`src/rtl/alu4_reg.sv`:
```
module alu4_reg #(
  parameter int W = 4
) (
  input  logic         clk,
  input  logic         rst,
  input  logic         go,
  input  logic [2:0]   op,
  input  logic [W-1:0] a,
  input  logic [W-1:0] b,
  output logic [W-1:0] res,
  output logic         carry,
  output logic         borrow
);
  localparam logic [2:0] OP_ADD = 3'b000;
  localparam logic [2:0] OP_SUB = 3'b001;
  localparam logic [2:0] OP_INC = 3'b010;
  localparam logic [2:0] OP_AND = 3'b011;
  localparam logic [2:0] OP_OR  = 3'b100;

  logic [W:0]   sum_x, dif_x, inc_x;
  logic [W-1:0] nxt;
  logic         legal;

  assign sum_x = {1'b0, a} + {1'b0, b};
  assign dif_x = {1'b0, a} - {1'b0, b};
  assign inc_x = {1'b0, a} + 1'b1;
  assign legal = (op <= OP_OR);

  always_comb begin
    case (op)
      OP_ADD:  nxt = sum_x[W-1:0];
      OP_SUB:  nxt = dif_x[W-1:0];
      OP_INC:  nxt = inc_x[W-1:0];
      OP_AND:  nxt = a & b;
      OP_OR:   nxt = a | b;
      default: nxt = res;
    endcase
  end

  always_ff @(posedge clk) begin
    if (rst) begin
      res    <= '0;
      carry  <= 1'b0;
      borrow <= 1'b0;
    end else if (go && legal) begin
      res    <= nxt;
      carry  <= (op == OP_ADD) && sum_x[W];
      borrow <= (op == OP_SUB) && dif_x[W];
    end
  end
endmodule


```
`config.mk`:
```
export PLATFORM = sky130hd
export DESIGN_NAME = alu4_reg
export DESIGN_NICKNAME = d
export VERILOG_FILES = /design/src/rtl/alu4_reg.sv
export SDC_FILE = /design/constraint.sdc
export NUM_CORES = 1
export LEC_CHECK = 0
export BUFFER_PORTS_ARGS = -buffer_cell sky130_fd_sc_hd__buf_2
export CORE_UTILIZATION = 40
export DETAILED_ROUTE_END_ITERATION = 12
export PLACE_DENSITY = 0.62
export RECOVER_POWER = 100
export REMOVE_ABC_BUFFERS = 1
export SLEW_MARGIN = 20
export SYNTH_ARGS = -nofsm -noshare
export SYNTH_HDL_FRONTEND = slang
export SYNTH_SLANG_ARGS = --single-unit
```
`constraint.sdc`:
```
create_clock -name clk -period 3.4 [get_ports clk]
set_input_delay 0.34 -clock clk [delete_from_list [all_inputs] [get_ports clk]]
set_output_delay 0.34 -clock clk [all_outputs]
set_load 0.005 [all_outputs]
```
; ---- Yosys cells after proc, flatten, opt, wreduce, memory -nomap -nowiden
; Index checks and enable logic that the tools add are counted.
[op_classes]
eq_ne = 4
n_reduce_logical = 6
magnitude_cmp = 1
muxes = 1
bitwise_logic = 2
n_div = 0
n_shift = 0
n_mul = 0
n_addsub = 3
[ops]
columns = cell, n
row1 = case mux 4 bit (5 select lines), 1
row2 = == test 3 x 2 -> 1 bit (second input constant), 2
row3 = adder 4 x 4 -> 5 bit, 1
row4 = nonzero test 5 bit, 1
row5 = subtractor 4 x 4 -> 5 bit, 1
row6 = adder 4 x 1 -> 4 bit (second input constant), 1
row7 = AND 4 bit, 1
row8 = bitwise OR 4 bit, 1
row9 = == test 3 x 1 -> 1 bit (second input constant), 1
row10 = == test 3 bit (second input constant), 1
row11 = less-or-equal comparator 3 bit (second input constant), 1
row12 = logical AND 1 bit, 3
row13 = zero test 3 bit, 1
row14 = AND reduction 2 bit, 1
[word_totals]
out_inout_bits = 6
ramBits = 0
memories = 0
mem_bits_ro = 0
regBits = 6
in_bits = 14
latchBits = 0
wordCells = 20

; ---- Depth between registers and ports, before layout
[logic_depth]
depth_word = 3
depth_mapped = 8
ltp_nobuf = 8

; ---- Least setup slack after synthesis
; No wires, ideal clock.
[synth_path]
kind = input-to-reg
startpoint = input port a[0]
endpoint = register res[1]
t_required_ns = 3.281
path_buffers = 0
arrival_time_ns = 1.698
slack_ns = 1.582
setup_ns = 0.119
stages = 7
cell_sequence = inv_1 > ha_1 > inv_1 > fa_1 > mux4_1 > o21ai_0 > a21oi_1
[synth_between]
elab_chain_len = 2
elab_cells_between_ends = 4
cone_classes = add/sub: 3 / mux: 1
[synth_rtl]
columns = element, line_no
row1 = "start, declared", 8  ; input logic [W-1:0] a,
row2 = "adder 4 x 1 -> 4 bit, or another cell as far along", 26  ; assign inc_x = {1'b0, a} + 1'b1;
row3 = case mux 4 bit (5 select lines) *, 30  ; case (op)
row4 = "end signal, assigned", 46  ; res <= nxt;
row5 = "end, declared", 10  ; output logic [W-1:0] res,
; Mark *: on every way between the ends. The rest lies on a longest branch, timed or not.
; A chain may end at the register's enable or synchronous reset.

; ---- Worst setup path in the final report
; Same ends and word-level chain as after synthesis.

==> impl_metrics.json <==
{
  "core_mm2": 0.00182,
  "fmax_mhz": 531,
  "cap_violations": 0,
  "route.detailed.wl_per_inst_um": 11.8,
  "dieHeight_um": 47.0,
  "grt_pass1_wl_mm": 2.83,
  "finClkSkew_ps": 0,
  "grt_overflow_total": 0,
  "dr_total_vias": 733,
  "postLayoutSetupSlackWorst_ps": 1520,
  "cts_tree": "built",
  "hold_start": "rst",
  "grt_pass1_vias": 653,
  "boundaryPins": 20,
  "detailedRoute.firstPassIterationCount": 4,
  "combinationalPowerShare_pct": 39.5,
  "core.rowCount": 15,
  "netlist_instances": 99,
  "startpoint_type": "input port",
  "crit_path_end_kind": "flip-flop",
  "grt_max_degree": 16,
  "synth.ff_latch_count": 6,
  "syn2layout_area_growth_pct": 12.3,
  "cts_root_buffer": "clkbuf_4",
  "netlist_area_um2": 811,
  "synth_top_area_share_pct": 20.1,
  "ys_seq_area_share_pct": 14.8,
  "die_area_mm2": 0.00221,
  "slew_viol_final": 0,
  "rr_startpoint": "res[3]$_SDFFE_PP0P_",
  "portBuffers": 19,
  "ir_drop_v": 0.000180,
  "start_util_pct": 44.5,
  "synth_compound_area_share_pct": 26.5,
  "p_per_area_mw_per_mm2": 255,
  "synthTopCellsByArea": "ha_1, dfxtp_1, a21oi_1",
  "cp_data_required_time_ps": 3520,
  "tightest_slew_ps": 304,
  "remaining_drc_errors": 0,
  "yosys.area.top_type": "ha_1",
  "setup_violations": 0,
  "power.leakage_uw": 0.000435,
  "period_share_pct": 55.4,
  "cts.clk_slew.worst_paths_ps": 50,
  "dp_hpwl_mm": 1.40,
  "fin_util_pct": 50.0,
  "routed_wl_mm": 1.67,
  "cts_buffers": 3,
  "timing_hold_violations_final": 0,
  "ant_nets": 0,
  "fin_setup_tns_ps": 0,
  "instances_no_fill": 141,
  "drtIter0Drc": 11,
  "intPower_uw": 156,
  "fin_crit_ps": 1880,
  "place_inst": 138,
  "cts_resized": 0,
  "postCtsSetupBuffers": 0,
  "insertion_delay_ps": 240,
  "antenna_found_initial": 0,
  "path_class": "input port to flip-flop",
  "min_path_type": "input port to flip-flop",
  "pwr-share-seq_pct": 33.1,
  "clock_sinks": 6,
  "p_switching_uw": 76.3,
  "most-common-layout-cells": "inv_1, ha_1, a21oi_1",
  "insertedDiodeCount": 0,
  "crit-reg2reg-capture": "res[3]$_SDFFE_PP0P_",
  "cts-hold-fix-buffers": 0,
  "synth.distinct_cells": 34,
  "final_common_cell": "inv_1",
  "status": "completed",
  "reg2reg_slack_ps": 2540,
  "synth-simple-area-share_pct": 12.2,
  "detail_route.vias_per_cell": 5.20,
  "cp_max_fo": 5,
  "slew_headroom_pct": 79.7,
  "track_usage_pct": 18.0,
  "nNetsFinal": 147,
  "hold_slack_ps": 320,
  "hold_depth": 2,
  "yosysWarnings": 0,
  "avgSynthCellArea_um2": 8.19,
  "gp_congestion": 0.790,
  "cts.path.max_buffers": 2,
  "synthMuxAreaShare_pct": 5.86,
  "synthXorXnorAreaFrac_pct": 4.32,
  "arrival_ps": 2000,
  "dpl_worst_slack_ps": 1350,
  "synth_top_family_by_area": "compound AO/OA/AOI/OAI gates",
  "min_to": "carry$_SDFFE_PP0P_",
  "drive_above_1_share_pct": 15.5,
  "dieWidth_um": 47.0,
  "rsz0062_at_grt": "no",
  "swShare_pct": 32.9,
  "p_clk_share_pct": 27.4,
  "htreeDepth": 1,
  "ff2ff_path_depth": 3,
  "yosys.area_share.adder_pct": 25.0
}
[stage by stage]
| step | cell area, um^2 | total power (uW) |
|---|---|---|
| after floorplan | 772 | 135 |
| after global placement | 898 | 170 |
| after detailed placement | 898 | 171 |
| after CTS | 921 | 236 |
| after global routing | 911 | 256 |
| final | 911 | 232 |
[how the worst max path moves through the flow]
stage | slack [ps] | to | start | cells past startpoint
floorplan | 1580 | res[1]$_SDFFE_PP0P_ | a[0] | 7
global placement | 1390 | res[1]$_SDFFE_PP0P_ | a[0] | 8
detailed placement | 1350 | res[1]$_SDFFE_PP0P_ | a[0] | 8
CTS | 1600 | res[1]$_SDFFE_PP0P_ | a[0] | 8
global route | 1370 | res[1]$_SDFFE_PP0P_ | a[0] | 8
finish | 1520 | res[1]$_SDFFE_PP0P_ | a[0] | 8
[synthesized netlist by cell type]
| cell type | n |
|---|---|
| inv_1 | 14 |
| ha_1 | 13 |
| a21oi_1 | 12 |
| nand2_1 | 7 |
| dfxtp_1 | 6 |
| o21ai_0 | 6 |
| a31oi_1 | 3 |
| buf_4 | 3 |
| nand3_1 | 3 |
| a21boi_0 | 2 |
| and3_1 | 2 |
| fa_1 | 2 |
| nand2b_1 | 2 |
| nor3_1 | 2 |
| xnor2_1 | 2 |
| xor2_1 | 2 |
| a21o_1 | 1 |
| a22oi_1 | 1 |
| a311o_1 | 1 |
| and2_2 | 1 |
| buf_6 | 1 |
| clkbuf_2 | 1 |
| mux2_2 | 1 |
| mux2i_1 | 1 |
| mux4_1 | 1 |
| nand4bb_1 | 1 |
| nor2_1 | 1 |
| o2111ai_1 | 1 |
| o211ai_1 | 1 |
| o21ai_4 | 1 |
| o21bai_1 | 1 |
| o221a_2 | 1 |
| o221ai_1 | 1 |
| o22ai_1 | 1 |
[logic make-up (layout without fill, tap and decap cells)]
logic type	after synthesis	count (layout)
AO/OA/AOI/OAI	33	33
AND/OR/NAND/NOR	19	19
buffers and inverters	19	36
XOR/XNOR	4	4
flip-flops	6	6
multiplexers	3	3
adder cells (fa/ha/maj)	15	15
[worst max-delay path, stage by stage]
cell      delay [ps]
clkbuf_1         170
inv_1             90
ha_1             220
inv_1             70
fa_1             390
mux4_1           480
o21ai_0          160
a21oi_1           80
[per-layer routing]
| metal | vias up | global-route usage, % | share of wire [%] | wire length [um] |
|---|---|---|---|---|
| met4 | 0 | 3.43 | 1.0 | 17 |
| met5 | - | 0 | 0 | 0 |
| met2 | 14 | 29.7 | 45 | 759 |
| met3 | 2 | 4.62 | 1.9 | 32 |
| met1 | 327 | 24.0 | 51 | 859 |
| li1 | 390 | - | - | - |
[power groups by stage]
stage	combinational (uW)	clock (uW)	sequential, uW
3_3_place_gp	92.0	0	78.0
4_1_cts	93.6	65.4	76.9
3_5_place_dp	93.3	0	78.2
2_1_floorplan	56.7	0	78.6
5_1_grt	106	72.9	77.3
6_report	91.8	63.6	77.0
[cell type report]
type,count,area [um^2]
Fill cell,187,910
Tap cell,25,31.3
Multi-Input combinational cell,74,599
Inverter,14,52.6
Sequential cell,6,120
Clock buffer,3,22.5
Timing Repair Buffer,19,85.1
[flip-flops by register name (all words and copies together) (netlist names)]
signal	flops
borrow	1
res	4
carry	1
(Power assumes the default switching activity.)
